## src/rtl/rate_throttle_pkg.sv

```systemverilog
package rate_throttle_pkg;

  // width of a divisor code (codes 0..7, ratio 2^code)
  localparam int CODE_W = 3;

  // control-to-datapath strobes, refreshed every cycle
  typedef struct packed {
    logic              wantFull;  // modulator asks for full-rate regime
    logic [CODE_W-1:0] divCode;   // clamped divisor code in force
  } rateStrobe_t;

endpackage

```

## src/rtl/rate_throttle_ctrl.sv

```systemverilog
module rate_throttle_ctrl
  import rate_throttle_pkg::*;
#(
  parameter int NUM_TEMP = 3,
  parameter int DUTY_W   = 8,
  parameter int MAX_CODE = 4
) (
  input  logic                       clk,
  input  logic                       rstN,
  input  logic                       idleReq,
  input  logic [NUM_TEMP-1:0]        tempHit,
  input  logic                       powerCap,
  input  logic                       swForce,
  input  logic [CODE_W-1:0]          idleCode,
  input  logic [DUTY_W-1:0]          idleDuty,
  input  logic [NUM_TEMP*CODE_W-1:0] tempCode,
  input  logic [DUTY_W-1:0]          tempDuty,
  input  logic [CODE_W-1:0]          capCode,
  input  logic [DUTY_W-1:0]          capDuty,
  input  logic [CODE_W-1:0]          swCode,
  input  logic [DUTY_W-1:0]          swDuty,
  output logic [CODE_W-1:0]          activeCode,
  output logic [DUTY_W-1:0]          activeDuty,
  output rateStrobe_t                strb
);

  localparam logic [DUTY_W-1:0] DUTY_MAX = {DUTY_W{1'b1}};
  localparam logic [CODE_W-1:0] CODE_LIM = CODE_W'(MAX_CODE);

  function automatic logic [CODE_W-1:0] clampCode(input logic [CODE_W-1:0] c);
    return (c > CODE_LIM) ? CODE_LIM : c;
  endfunction

  // clamped codes per source
  logic [CODE_W-1:0] idleCodeC, capCodeC, swCodeC;
  logic [CODE_W-1:0] tempCodeC [NUM_TEMP];

  assign idleCodeC = clampCode(idleCode);
  assign capCodeC  = clampCode(capCode);
  assign swCodeC   = clampCode(swCode);

  generate
    for (genvar g = 0; g < NUM_TEMP; g++) begin : gTempClamp
      assign tempCodeC[g] = clampCode(tempCode[g*CODE_W +: CODE_W]);
    end
  endgenerate

  logic tempAny, anyReq;
  assign tempAny = |tempHit;
  assign anyReq  = swForce | powerCap | tempAny | idleReq;

  // fixed-priority selection
  logic [CODE_W-1:0] selCode;
  logic [DUTY_W-1:0] selDuty;

  always_comb begin
    selCode = '0;
    selDuty = DUTY_MAX;
    if (swForce) begin
      selCode = swCodeC;
      selDuty = swDuty;
    end else if (powerCap) begin
      selCode = capCodeC;
      selDuty = capDuty;
    end else if (tempAny) begin
      selDuty = tempDuty;
      for (int i = 0; i < NUM_TEMP; i++) begin
        if (tempHit[i]) selCode = tempCodeC[i];
      end
    end else if (idleReq) begin
      selCode = idleCodeC;
      selDuty = idleDuty;
    end
  end

  // active setting register
  always_ff @(posedge clk or negedge rstN) begin
    if (!rstN) begin
      activeCode <= '0;
      activeDuty <= DUTY_MAX;
    end else begin
      activeCode <= selCode;
      activeDuty <= selDuty;
    end
  end

  // free-running modulator counter, one period = 2^DUTY_W cycles
  logic [DUTY_W-1:0] pwmCnt;

  always_ff @(posedge clk or negedge rstN) begin
    if (!rstN) pwmCnt <= '0;
    else       pwmCnt <= pwmCnt + DUTY_W'(1);
  end

  always_comb begin
    strb.wantFull = (activeDuty == DUTY_MAX) || (pwmCnt < activeDuty);
    strb.divCode  = activeCode;
  end

  AST_IDLE_DEFAULT: assert property (@(posedge clk) disable iff (!rstN)
    $past(!anyReq) |-> (activeCode == '0 && activeDuty == DUTY_MAX));

  AST_SW_PRIORITY: assert property (@(posedge clk) disable iff (!rstN)
    $past(swForce) |-> (activeCode == $past(swCodeC) && activeDuty == $past(swDuty)));

  AST_TEMP_DUTY: assert property (@(posedge clk) disable iff (!rstN)
    $past(tempAny && !swForce && !powerCap) |-> activeDuty == $past(tempDuty));

  AST_CODE_RANGE: assert property (@(posedge clk) disable iff (!rstN)
    activeCode <= CODE_LIM);

endmodule

```

## src/rtl/rate_throttle_dp.sv

```systemverilog
module rate_throttle_dp
  import rate_throttle_pkg::*;
#(
  parameter int MAX_CODE = 4
) (
  input  logic        clk,
  input  logic        rstN,
  input  rateStrobe_t strb,
  output logic        clkEn
);

  localparam int CNT_W = (MAX_CODE < 1) ? 1 : MAX_CODE;

  logic              curFull;
  logic [CODE_W-1:0] curCode;
  logic [CNT_W-1:0]  divCnt;
  logic [CNT_W:0]    oneHot;
  logic [CNT_W-1:0]  divMask;
  logic              divEdge, boundary;

  assign oneHot   = (CNT_W+1)'(1) << curCode;
  assign divMask  = CNT_W'(oneHot - (CNT_W+1)'(1));
  assign divEdge  = (divCnt == divMask);
  assign boundary = curFull | divEdge;
  assign clkEn    = curFull | divEdge;

  // regime and divisor are latched only at a period boundary
  always_ff @(posedge clk or negedge rstN) begin
    if (!rstN) begin
      curFull <= 1'b1;
      curCode <= '0;
      divCnt  <= '0;
    end else if (boundary) begin
      curFull <= strb.wantFull;
      curCode <= strb.divCode;
      divCnt  <= '0;
    end else begin
      divCnt  <= divCnt + CNT_W'(1);
    end
  end

  AST_FULL_STICKS: assert property (@(posedge clk) disable iff (!rstN)
    $past(clkEn && strb.wantFull) |-> clkEn);

  AST_DIV_GAP: assert property (@(posedge clk) disable iff (!rstN)
    $past(clkEn && !strb.wantFull && strb.divCode != '0) |-> !clkEn);

  AST_HOLD_MIDPERIOD: assert property (@(posedge clk) disable iff (!rstN)
    $past(!clkEn) |-> $stable(curCode));

endmodule

```

## src/rtl/rate_throttle.sv

```systemverilog
module rate_throttle
  import rate_throttle_pkg::*;
#(
  parameter int NUM_TEMP = 3,
  parameter int DUTY_W   = 8,
  parameter int MAX_CODE = 4
) (
  input  logic                       clk,
  input  logic                       rstN,
  input  logic                       idleReq,
  input  logic [NUM_TEMP-1:0]        tempHit,
  input  logic                       powerCap,
  input  logic                       swForce,
  input  logic [2:0]                 idleCode,
  input  logic [DUTY_W-1:0]          idleDuty,
  input  logic [NUM_TEMP*3-1:0]      tempCode,
  input  logic [DUTY_W-1:0]          tempDuty,
  input  logic [2:0]                 capCode,
  input  logic [DUTY_W-1:0]          capDuty,
  input  logic [2:0]                 swCode,
  input  logic [DUTY_W-1:0]          swDuty,
  output logic                       clkEn,
  output logic [2:0]                 activeCode,
  output logic [DUTY_W-1:0]          activeDuty
);

  rateStrobe_t strb;

  rate_throttle_ctrl #(
    .NUM_TEMP (NUM_TEMP),
    .DUTY_W   (DUTY_W),
    .MAX_CODE (MAX_CODE)
  ) uCtrl (
    .clk        (clk),
    .rstN       (rstN),
    .idleReq    (idleReq),
    .tempHit    (tempHit),
    .powerCap   (powerCap),
    .swForce    (swForce),
    .idleCode   (idleCode),
    .idleDuty   (idleDuty),
    .tempCode   (tempCode),
    .tempDuty   (tempDuty),
    .capCode    (capCode),
    .capDuty    (capDuty),
    .swCode     (swCode),
    .swDuty     (swDuty),
    .activeCode (activeCode),
    .activeDuty (activeDuty),
    .strb       (strb)
  );

  rate_throttle_dp #(
    .MAX_CODE (MAX_CODE)
  ) uDp (
    .clk   (clk),
    .rstN  (rstN),
    .strb  (strb),
    .clkEn (clkEn)
  );

endmodule

```

## config.mk

```make
export PLATFORM = sky130hd
export DESIGN_NAME = rate_throttle
export DESIGN_NICKNAME = d
export VERILOG_FILES = /design/src/rtl/rate_throttle_pkg.sv /design/src/rtl/rate_throttle_ctrl.sv /design/src/rtl/rate_throttle_dp.sv /design/src/rtl/rate_throttle.sv
export SDC_FILE = /design/constraint.sdc
export NUM_CORES = 1
export LEC_CHECK = 0
export BUFFER_PORTS_ARGS = -buffer_cell sky130_fd_sc_hd__buf_2
export CAP_MARGIN = 5
export CORE_AREA = 2 2 67 69
export DETAILED_ROUTE_END_ITERATION = 10
export DIE_AREA = 0 0 69 71
export GPL_TIMING_DRIVEN = 0
export PLACE_DENSITY = 0.83
export SLEW_MARGIN = 20
export SYNTH_ARGS = -nofsm -noshare
export SYNTH_HDL_FRONTEND = slang
export SYNTH_SLANG_ARGS = --single-unit
export TNS_END_PERCENT = 100
```

## constraint.sdc

```tcl
create_clock -name clk -period 2 [get_ports clk]
set_input_delay 0.4 -clock clk [delete_from_list [all_inputs] [get_ports clk]]
set_output_delay 0.4 -clock clk [all_outputs]
set_load 0.05 [all_outputs]
```

; After elaboration in Yosys (flattened, before gate mapping)
; Index checks and enable logic that the tools add are counted.
[op_classes]
n_addsub = 3
order_cmp = 7
n_eq_ne = 2
shifts = 1
n_mux = 18
n_bitwise = 1
reduce_logical = 2
[op_table]
columns = cell, n
row1 = $mux W3, 13
row2 = $mux W8, 4
row3 = $gt A3 B3 Y1 const B, 6
row4 = $add A8 B1 Y8 const B, 1
row5 = $eq A8 B8 Y1 const B, 1
row6 = $lt A8 B8 Y1, 1
row7 = $add A4 B1 Y4 const B, 1
row8 = $eq A4 B4 Y1, 1
row9 = $mux W4, 1
row10 = $shl A1 B3 Y4 const A, 1
row11 = $sub A4 B1 Y4 const B, 1
row12 = $reduce_or A3 Y1, 1
row13 = $logic_or A1 B1 Y1, 1
row14 = $or A1 B1 Y1, 1
[word_totals]
reg_bits = 27
in_bits = 58
wordCells = 40

; Logic depth before layout (Yosys ltp)
; Gate-level depths: netlist of run 1.
[logic_depth]
depth_word = 8
mapped_depth = 8

; Hierarchy
; A second synthesis of run 1 with hierarchy kept.
[unflattened]
hier_cells = 171
hier_area_um2 = 1706.6
[modules_own_cells]
columns = module, n_inst, cells_each, area_per_inst_um2, seq_area_each_um2
row1 = rate_throttle_ctrl, 1, 136, 1262.5, 485.5
row2 = rate_throttle_dp, 1, 35, 444.2, 201.4

; Least setup slack after synthesis of run 1
; OpenSTA, ideal clock, no wires.
[synth_path]
kind = register to register
startpoint = register uDp.curCode[1]
endpoint = register uDp.curCode[0]
setup_time_ps = 125
t_arrival_ps = 2060
path_slack_ps = -185
stages_incl_launch_ff = 8
period_less_slack_ps = 2185
cell_sequence = dfrtp_1 -> or3_1 -> ha_1 -> xnor2_1 -> nor2_1 -> a31oi_2 -> inv_2 -> mux2_2
[synth_between]
elab_chain_len = 4
[synth_rtl]
columns = element, line_no
row1 = start: declaration, rate_throttle_dp.sv:15  ; logic [CODE_W-1:0] curCode;
row2 = start signal: assignment, rate_throttle_dp.sv:35  ; curCode <= strb.divCode;
row3 = $shl A1 B3 Y4, rate_throttle_dp.sv:21  ; assign oneHot = (CNT_W+1)'(1) << curCode;
row4 = $sub A4 B1 Y4, rate_throttle_dp.sv:22  ; assign divMask = CNT_W'(oneHot - (CNT_W+1)'(1));
row5 = $eq A4 B4 Y1, rate_throttle_dp.sv:23  ; assign divEdge = (divCnt == divMask);
row6 = $or A1 B1 Y1, n/a
row7 = net clkEn, rate_throttle.sv:22  ; output logic clkEn,
; The timed path passes the listed nets, and every way through them passes these cells.
; A chain may end at the register's enable or synchronous reset.

; Final worst setup path of run 1
[layout_path]
startpoint = register uDp.curCode[0]
endpoint = output port clkEn
[layout_between]
elab_chain_len = 4
[layout_rtl]
columns = element, line_no
row1 = $shl A1 B3 Y4, rate_throttle_dp.sv:21
row2 = $sub A4 B1 Y4, rate_throttle_dp.sv:22
row3 = $eq A4 B4 Y1, rate_throttle_dp.sv:23
row4 = $or A1 B1 Y1, rate_throttle_dp.sv:25  ; assign clkEn = curFull | divEdge;
row5 = end: declaration, rate_throttle.sv:22
; Every way passes these cells.

==> results of run 1 <==
==> final timing paths <==
path                                            endpoint  cells after the start
max                                                clkEn                      7
min                           uDp.curCode[0]$_DFFE_PN0P_                      1
max reg2reg                   uDp.curCode[1]$_DFFE_PN0P_                      9
min reg2reg                    uCtrl.pwmCnt[7]$_DFF_PN0_                      1
max in group asynchronous  uCtrl.activeDuty[1]$_DFF_PN1_                      1
min in group clk           uCtrl.activeDuty[6]$_DFF_PN1_                      2
==> worst register-to-register path, stage by stage, from the launching register on <==
cell	delay [ps]
dfrtp_1	390
or3_4	400
ha_4	230
xnor2_1	240
nor2_1	100
a31oi_2	210
bufinv_8	220
buf_4	120
buf_6	130
mux2_2	270
==> cell usage in the layout (no fill, tap or decap), types with 2 or more instances in the layout <==
cell type   n
nor2_1     17
nor3b_1     8
dfrtp_1    18
nand4_1     2
o21ai_0     3
mux2_2     10
inv_1      11
buf_2      68
buf_6       2
a22oi_1     2
o31ai_1     9
nor2b_1     2
nand3b_1    2
a211oi_1    2
clkbuf_8    3
nand2b_1    3
a21oi_1     7
nor2_4      3
nand2_1    16
o311ai_0    2
nand4bb_1   2
ha_1        9
nand3_1     5
clkbuf_1    4
buf_4      11
xor2_1      4
dfstp_2     9
xnor2_1     8
==> power by group <==
part	internal (mW)	switching (mW)	total (mW)	leakage [nW]
combinational	0.560	0.512	1.07	0.789
sequential	0.660	0.0942	0.754	0.313
clock	0.142	0.149	0.291	0.0228
total	1.36	0.755	2.12	1.13
==> per-layer routing <==
layer / track usage [%] / routed length (um)
met5: 0 / 0
met1: 20.8 / 1750
met4: 5.23 / 34
met3: 0.855 / 135
met2: 26.4 / 2010
==> registers in the layout (all words and copies together) (netlist names) <==
| register | flops |
|---|---|
| uCtrl.pwmCnt | 8 |
| uDp.curFull | 1 |
| uCtrl.activeDuty | 8 |
| uDp.curCode | 3 |
| uDp.divCnt | 4 |
| uCtrl.activeCode | 3 |
==> final cells by class <==
class	count	area (sq um)
Timing Repair Buffer	77	422
Fill cell	371	1890
Sequential cell	27	687
Tap cell	52	65.1
Buffer	8	50.0
Inverter	12	58.8
Clock buffer	4	45.0
Multi-Input combinational cell	131	982
==> cells by family after synthesis <==
family	after synthesis
muxes	11
AOI/OAI and AO/OA	29
DFF	27
buffers and inverters	20
and+or+nand+nor	68
xor gates and xnor gates	13
adders and majority gates	10
==> repair_timing <==
item                       CTS  global route
hold endpoints to repair     0             0
setup endpoints to repair    4             7
pin swaps                    4             3
resized for setup            3            10
setup buffers                6             3
==> stage by stage <==
step           hold WS [ps]  worst slack, ps  setup TNS (ps)  power (mW)  std cells
6_report                126             -574           -2400        2.12        311
3_3_place_gp            424             -312            -572        1.49        298
4_1_cts                 144             -468           -1040        1.93        308
5_1_grt                 166             -644           -2890        2.25        311
2_1_floorplan           104            -74.4            -266        1.33        178
3_5_place_dp            432             -338            -694        1.51        298
==> flow_summary_export.csv, run 1 <==
group,metric,value,unit
synthesis,yosysTopAreaCell,"dfrtp_1",
clock_network,cts_sinks,27,
critical_path,cp-start-kind,"flip-flop",
die,fp.dieH,71,um
flow_run,max_cap_viol_count,0,
die,initial_utilization,40.7,%
global_routing,grt_max_degree,28,
placement,placed_area,2150,sq um
die,dieArea,4900,sq um
synthesis,yosys-top-cells-count,"20 x nor2_1, 18 x dfrtp_1, 16 x nand2_1",
power_and_ir_drop,powerDensity,917,nW/um^2
critical_path,critPathSlowestCell,"or3_4",
synthesis,synth_top_family_by_area,"simple AND/OR/NAND/NOR gates",
critical_path,worstPathCellList,"or3_4 -> ha_4 -> xnor2_1 -> nor2_1 -> a31oi_2 -> bufinv_8 -> buf_8",
global_routing,antenna_found_initial,0,
critical_path,path_buf_inv,2,
sta,fmax,388,MHz
clock_network,numCtsBuffers,3,
drt,drt_pre_antenna_iters,4,
synthesis,syn_area,1710,sq um
power_and_ir_drop,power_leakage,1.13,nW
sta,hold_violations,0,
synthesis,synth_area_per_cell,9.61,sq um
placement,routabilityCongestion,0.754,
layout,num_antenna_cells,0,
die,die_x,69,um
synthesis,yosys-top-cells-area,"dfrtp_1 26%, dfstp_2 14%, ha_1 7.3%, mux2_2 6.6%, nor2_1 4.4%",
critical_path,worstReg2RegStart,"uDp.curCode[0]$_DFFE_PN0P_",
sta,finalWorstSetupSlack,-574,ps
layout,nets,328,
critical_path,max_stage_delay,400,ps
die,row_count,24,
drt,routedWlPerCell,12.6,um
sta,slew_violations,0,
global_routing,grt.overflow.total,0,
sta,min_period,2570,ps
critical_path,path_max_fanout,2,
status,status,"finished, violations left",
die,core,4200,sq um
synthesis,synth-simple-area-share,21.1,%
clock_network,clk_pin_slew,80,ps
placement,port_buffers,68,
clock_network,hold_buffers,0,
synthesis,synth_seq_area_share,40.2,%
clock_network,htree_levels,1,
critical_path,cp_data_arrival_time,2170,ps
synthesis,syn_nets,246,
drt,drt-vias-per-instance,4.86,
critical_path,crit_path_start,"uDp.curCode[0]$_DFFE_PN0P_",
critical_path,r2r_slack,-400,ps
drt,drt_iter0_drc,32,
sta,finClkSkew,2.40,ps
sta,rsz0062_at_grt,"yes",
layout,syn_to_final_growth,35.0,%
synthesis,yosysMostFrequentCell,"nor2_1",
sta,setup_viol,7,
clock_network,clk_path_buf_depth,2,
status,violations,"setup timing",
global_routing,track_usage,15.4,%
drt,ant_nets,0,
clock_network,cts_tree,"yes",
drt,drt_wl_total,3.93,mm
critical_path,crit_required,1600,ps
die,io-pin-count,70,
synthesis,async_flop_share,100,%
power_and_ir_drop,ir_drop,0.368,mV
placement,hpwl,2.99,mm
layout,final_cell_area,2310,sq um
sta,worst_pin_slew,836,ps
sta,fin_crit_sh,129,%
layout,drive_gt1_share,44.8,%
synthesis,synth_cell_types,38,
synthesis,synth_edf_count,0,
synthesis,ys_seq_elements,27,
synthesis,synth_cells,178,
sta,max-slew-margin-rel,43.9,%
synthesis,yosys_warnings,0,
global_routing,grt_first_pass_wirelength,6.31,mm
synthesis,yosysTopAreaCellShare,26.3,%
synthesis,synth_compound_area_share,12.0,%
worst_hold_path,worstHoldPathType,"primary input to async pin",
clock_network,worstSkewPairLatency,260,ps
global_routing,grt_pass1_vias,1449,
synthesis,synth.mux.area_fraction,7.24,%
critical_path,cp_top_family,"simple AND/OR/NAND/NOR gates",
synthesis,ys.flop_type,"dfrtp_1",
critical_path,crit_path_end_kind,"output pin",
critical_path,critPathKind,"flip-flop to output pin",
synthesis,synth-adder-area-share,7.32,%
drt,via_count,1513,
clock_network,cts_root_buffer,"clkbuf_8",
synthesis,synth_xor_area_share,6.66,%
drt,drc_errors,0,
layout,fin_util,54.9,%
Power figures use the tool's default switching activity.
==> run 2, diff against run 1 <==
Settings changed: ABC_CLOCK_PERIOD_IN_PS set to 2000, REMOVE_ABC_BUFFERS set to 1.
==> flow_summary_export.csv, run 2 (same netlist as run 1, synthesis figures left out) <==
group,metric,value,unit
clock_network,numCtsBuffers,3,
critical_path,r2r_slack,-50,ps
sta,finalWorstSetupSlack,-335,ps
drt,routedWlPerCell,12.7,um
layout,final_cell_area,2230,sq um
placement,hpwl,2.98,mm
sta,hold_violations,0,
sta,finClkSkew,2.22,ps
flow_run,max_cap_viol_count,0,
layout,syn_to_final_growth,30.6,%
clock_network,worstSkewPairLatency,270,ps
layout,fillCellCount,388,
clock_network,htree_levels,1,
layout,multi_input_area,972,sq um
global_routing,antenna_found_initial,0,
critical_path,max_stage_delay,400,ps
layout,num_antenna_cells,0,
sta,fin_crit_sh,117,%
layout,ff_latch_area,687,sq um
die,initial_utilization,40.7,%
layout,stdcell_count,303,
critical_path,crit_path_start,"uDp.curCode[0]$_DFFE_PN0P_",
drt,via_count,1511,
critical_path,crit_required,1600,ps
critical_path,cp_top_family,"simple AND/OR/NAND/NOR gates",
layout,final_cell_mix,"68 x buf_2, 20 x nor2_1, 18 x dfrtp_1, 16 x nand2_1, 11 x inv_1",
layout,nets,320,
sta,setup_tns,-441,ps
status,status,"finished, violations left",
global_routing,grt_max_degree,28,
global_routing,track_usage,16.0,%
critical_path,rr_endpoint,"uDp.curCode[2]$_DFFE_PN0P_",
sta,setup_viol,4,
critical_path,crit_path_end_kind,"output pin",
layout,reg_top3,"uCtrl.activeDuty: 8 flops, uCtrl.pwmCnt: 8 flops, uDp.divCnt: 4 flops",
critical_path,cp_data_arrival_time,1940,ps
placement,routabilityCongestion,0.754,
sta,rsz0062_at_grt,"yes",
worst_hold_path,worstHoldPathType,"primary input to async pin",
critical_path,critPathSlowestCell,"or3_4",
die,row_count,24,
sta,slew_violations,0,
placement,dp_cells,291,
drt,ant_nets,0,
sta,worst_pin_slew,863,ps
clock_network,cts_sinks,27,
placement,port_buffers,69,
placement,placed_area,2070,sq um
sta,fmax,428,MHz
critical_path,r2r_cells,8,
critical_path,path_max_fanout,2,
power_and_ir_drop,power_leakage,1.10,nW
global_routing,grt_pass1_vias,1515,
power_and_ir_drop,power.total,2.01,mW
power_and_ir_drop,powerDensity,901,nW/um^2
die,fp.dieH,71,um
layout,drive_gt1_share,43.4,%
drt,drt-vias-per-instance,4.99,
sta,min_period,2340,ps
clock_network,cts_tree,"yes",
layout,mostFrequentLayoutCell,"buf_2",
clock_network,clk_path_buf_depth,2,
critical_path,worstPathCellList,"or3_4 -> ha_4 -> xor2_2 -> xnor2_2 -> a31oi_2 -> inv_2 -> buf_8",
clock_network,hold_buffers,0,
die,io-pin-count,70,
sta,max-slew-margin-rel,42.1,%
global_routing,grt.overflow.total,0,
critical_path,cp-start-kind,"flip-flop",
drt,drc_errors,0,
critical_path,critPathKind,"flip-flop to output pin",
status,violations,"setup timing",
die,die_x,69,um
global_routing,grt_first_pass_wirelength,6.50,mm
die,core,4200,sq um
drt,drt_pre_antenna_iters,4,
critical_path,worstReg2RegStart,"uDp.curCode[0]$_DFFE_PN0P_",
die,dieArea,4900,sq um
power_and_ir_drop,ir_drop,0.365,mV
drt,drt_wl_total,3.85,mm
critical_path,path_buf_inv,2,
drt,drt_iter0_drc,49,
clock_network,cts_root_buffer,"clkbuf_8",
clock_network,clk_pin_slew,90,ps
==> run 2: changes by cell type in the layout (fill, tap and decap cells not counted), moves of 2 or more <==
cell / delta
buf_4: -4
clkbuf_1: -3
nor2_1: +3
nor2_4: -3
xnor2_1: -2
xnor2_2: +2
==> run 2: final cells by class <==
type	instances	area share [%]
multi-input combinational	131	43.5
sequential	27	30.8
timing repair buffer	77	18.8
tap	52	2.91
clock buffer	4	2.02
inverter	12	2.02
==> run 2: how the worst max path moves through the flow <==
stage                                  to  slack, ps  cells after the start
2_1_floorplan  uDp.curCode[0]$_DFFE_PN0P_       -190                      7
6_report                            clkEn       -340                      7
4_1_cts                             clkEn       -340                      7
3_5_place_dp                        clkEn       -380                      7
5_1_grt                             clkEn       -450                      7
3_3_place_gp                        clkEn       -350                      7
==> run 2: power breakdown <==
group          leakage (nW)  total [mW]  switching, mW  internal, mW
Clock                0.0228       0.302          0.160         0.143
Combinational         0.760       0.963          0.458         0.505
Sequential            0.313       0.747         0.0866         0.660
Total                  1.10        2.01          0.705          1.31
==> run 2: layer usage <==
metal / track usage, % / wire length [um] / up-vias
li1: - / - / 764
met1: 20.3 / 1600 / 676
met2: 27.1 / 1960 / 62
met3: 2.28 / 215 / 9
met4: 7.63 / 76 / 0
met5: 0 / 0 / -
==> run 2: what timing repair did <==
| item | CTS | global route |
|---|---|---|
| pin swaps | 6 | 1 |
| setup endpoints to repair | 4 | 4 |
| gates cloned | 0 | 0 |
| resized for setup | 6 | 4 |
| setup buffers | 6 | 3 |
==> run 2: through the flow <==
stage,worst slack (ps),hold WS [ps],utilization [%]
2_1_floorplan,-185,104,-
3_3_place_gp,-345,426,49.3
3_5_place_dp,-383,431,49.3
4_1_cts,-343,134,52.2
5_1_grt,-445,154,53.1
6_report,-335,116,53.1
==> run 2: worst register-to-register path, stage by stage, from the launching register on <==
cell	delay, ps
dfrtp_1	390
or3_4	400
ha_4	170
xor2_2	150
xnor2_2	140
a31oi_2	180
inv_2	80
buf_6	140
mux2_4	290
==> run 3, diff against run 2 <==
Settings changed: BUFFER_PORTS_ARGS -buffer_cell sky130_fd_sc_hd__buf_2 to not set, CAP_MARGIN 5 to not set, CORE_AREA 2 2 67 69 to 2 2 59 61, DIE_AREA 0 0 69 71 to 0 0 61 63, DONT_BUFFER_PORTS set to 1, PLACE_DENSITY 0.83 to 0.82.
==> flow_summary_export.csv, run 3 (same netlist as run 1, synthesis figures left out) <==
group,metric,value,unit
die,fp.dieH,63,um
die,dieArea,3840,sq um
power_and_ir_drop,clkPwrFrac,12.5,%
critical_path,worstReg2RegStart,"uDp.curCode[1]$_DFFE_PN0P_",
critical_path,crit_path_end_kind,"output pin",
layout,fillCellCount,258,
worst_hold_path,worstHoldStart,"swForce",
drt,ant_nets,0,
sta,rsz0062_at_grt,"yes",
clock_network,cts_sinks,27,
critical_path,rr_endpoint,"uDp.curCode[0]$_DFFE_PN0P_",
clock_network,cts_tree,"yes",
drt,drc_errors,0,
sta,fmax,409,MHz
worst_hold_path,hold_path_depth,1,
critical_path,path_max_fanout,7,
sta,finClkSkew,3.95,ps
worst_hold_path,holdPathEnd,"uCtrl.activeCode[1]$_DFF_PN0_",
sta,slew_violations,0,
global_routing,grt_first_pass_wirelength,6.22,mm
die,core,3230,sq um
global_routing,grt_pass1_vias,1425,
clock_network,numCtsBuffers,3,
clock_network,clk_pin_slew,130,ps
sta,min_period,2450,ps
critical_path,r2r_cells,7,
die,io-pin-count,70,
critical_path,cp_data_arrival_time,2050,ps
clock_network,htree_levels,1,
critical_path,critPathSlowestCell,"or3_4",
drt,routedWlPerCell,15.5,um
layout,drive_gt1_share,23.1,%
critical_path,cp-start-kind,"flip-flop",
critical_path,critPathKind,"flip-flop to output pin",
global_routing,grt.overflow.total,0,
power_and_ir_drop,swShare,36.0,%
placement,hpwl,2.82,mm
critical_path,max_stage_delay,410,ps
global_routing,track_usage,20.9,%
global_routing,antenna_found_initial,0,
critical_path,cp_top_family,"simple AND/OR/NAND/NOR gates",
sta,fin_crit_sh,122,%
worst_hold_path,worstHoldPathType,"primary input to flip-flop",
layout,num_antenna_cells,0,
die,initial_utilization,52.9,%
drt,drt_pre_antenna_iters,4,
drt,via_count,1321,
sta,max-slew-margin-rel,45.5,%
status,status,"finished, violations left",
sta,setup_viol,4,
die,row_count,21,
critical_path,path_buf_inv,1,
critical_path,r2r_slack,-130,ps
power_and_ir_drop,power.total,1.81,mW
layout,syn_to_final_growth,9.95,%
placement,port_buffers,0,
layout,final_cell_mix,"18 x nor2_1, 18 x dfrtp_1, 16 x nand2_1, 11 x inv_1, 10 x mux2_2",
sta,hold_violations,0,
sta,finalWorstSetupSlack,-447,ps
drt,drt_iter0_drc,44,
drt,drt_wl_total,3.54,mm
power_and_ir_drop,switchingPower,653,uW
critical_path,crit_required,1600,ps
power_and_ir_drop,ir_drop,0.367,mV
placement,dp_cells,216,
placement,routabilityCongestion,0.852,
power_and_ir_drop,combPwrFrac,42.0,%
global_routing,grt_max_degree,28,
layout,reg_top3,"uCtrl.activeDuty: 8 flops, uCtrl.pwmCnt: 8 flops, uDp.divCnt: 4 flops",
status,violations,"setup timing",
power_and_ir_drop,seq_power_share,45.5,%
flow_run,max_cap_viol_count,0,
layout,stdcell_count,228,
drt,drt-vias-per-instance,5.79,
critical_path,worstPathCellList,"or3_4 -> ha_4 -> xor2_2 -> xnor2_1 -> a31oi_2 -> bufinv_8",
clock_network,cts_root_buffer,"clkbuf_4",
power_and_ir_drop,power.internal,1.16,mW
sta,worst_pin_slew,812,ps
power_and_ir_drop,powerDensity,965,nW/um^2
clock_network,worstSkewPairLatency,320,ps
layout,nets,251,
power_and_ir_drop,power_leakage,0.819,nW
clock_network,clk_path_buf_depth,2,
die,die_x,61,um
==> run 3: layout make-up <==
cell class | instances | area, sq um | share of cell area (%)
Multi-Input combinational cell | 131 | 971 | 51.6
Clock inverter | 1 | 5.00 | 0.266
Clock buffer | 3 | 22.5 | 1.20
Tap cell | 46 | 57.6 | 3.06
Sequential cell | 27 | 687 | 36.5
Timing Repair Buffer | 8 | 78.8 | 4.19
Inverter | 12 | 58.8 | 3.13
==> run 3: what timing repair did <==
item / CTS / global route
pin swaps: 6 / 3
cloned: 0 / 0
setup buffers: 5 / 1
hold buffers: 2 / 0
gates resized for setup: 6 / 4
setup endpoints to repair: 7 / 7
endpoints found under the hold margin: 27 / 0
==> run 3: metrics by stage <==
step           instance area, sq um  util, %  setup slack, ps  hold WS (ps)  setup TNS [ps]
6_report                       1880     58.2             -447           175            -837
2_1_floorplan                  1660        -             -185           104            -649
4_1_cts                        1860     57.5             -427           167            -814
3_5_place_dp                   1720     53.2             -328           105           -1300
5_1_grt                        1880     58.2             -537           159           -1150
3_3_place_gp                   1720     53.2             -273           105            -998
==> run 3: power by group through the flow <==
| stage | Clock [mW] | Sequential (mW) | Combinational [mW] |
|---|---|---|---|
| after floorplan | 0 | 0.818 | 0.427 |
| after global placement | 0 | 0.835 | 0.463 |
| after detailed placement | 0 | 0.845 | 0.492 |
| after CTS | 0.234 | 0.826 | 0.708 |
| after global routing | 0.255 | 0.839 | 0.831 |
| final | 0.227 | 0.826 | 0.762 |
==> run 3: worst max path at each step <==
stage	from	endpoint	slack, ps	depth (start not counted)
after floorplan	uDp.curCode[1]$_DFFE_PN0P_	uDp.curCode[0]$_DFFE_PN0P_	-190	7
after global placement	uDp.curCode[1]$_DFFE_PN0P_	uDp.curCode[2]$_DFFE_PN0P_	-270	7
after detailed placement	uDp.curCode[1]$_DFFE_PN0P_	uDp.curCode[0]$_DFFE_PN0P_	-330	7
after CTS	uDp.curCode[2]$_DFFE_PN0P_	clkEn	-430	6
after global routing	uDp.curCode[1]$_DFFE_PN0P_	clkEn	-540	6
final	uDp.curCode[1]$_DFFE_PN0P_	clkEn	-450	6
==> run 3: per-layer routing <==
| layer | GRT usage [%] | wire length [um] | vias to the layer above |
|---|---|---|---|
| li1 | - | - | 627 |
| met1 | 25.9 | 1430 | 620 |
| met2 | 35.9 | 1780 | 68 |
| met3 | 3.11 | 273 | 6 |
| met4 | 7.61 | 57 | 0 |
| met5 | 0 | 0 | - |
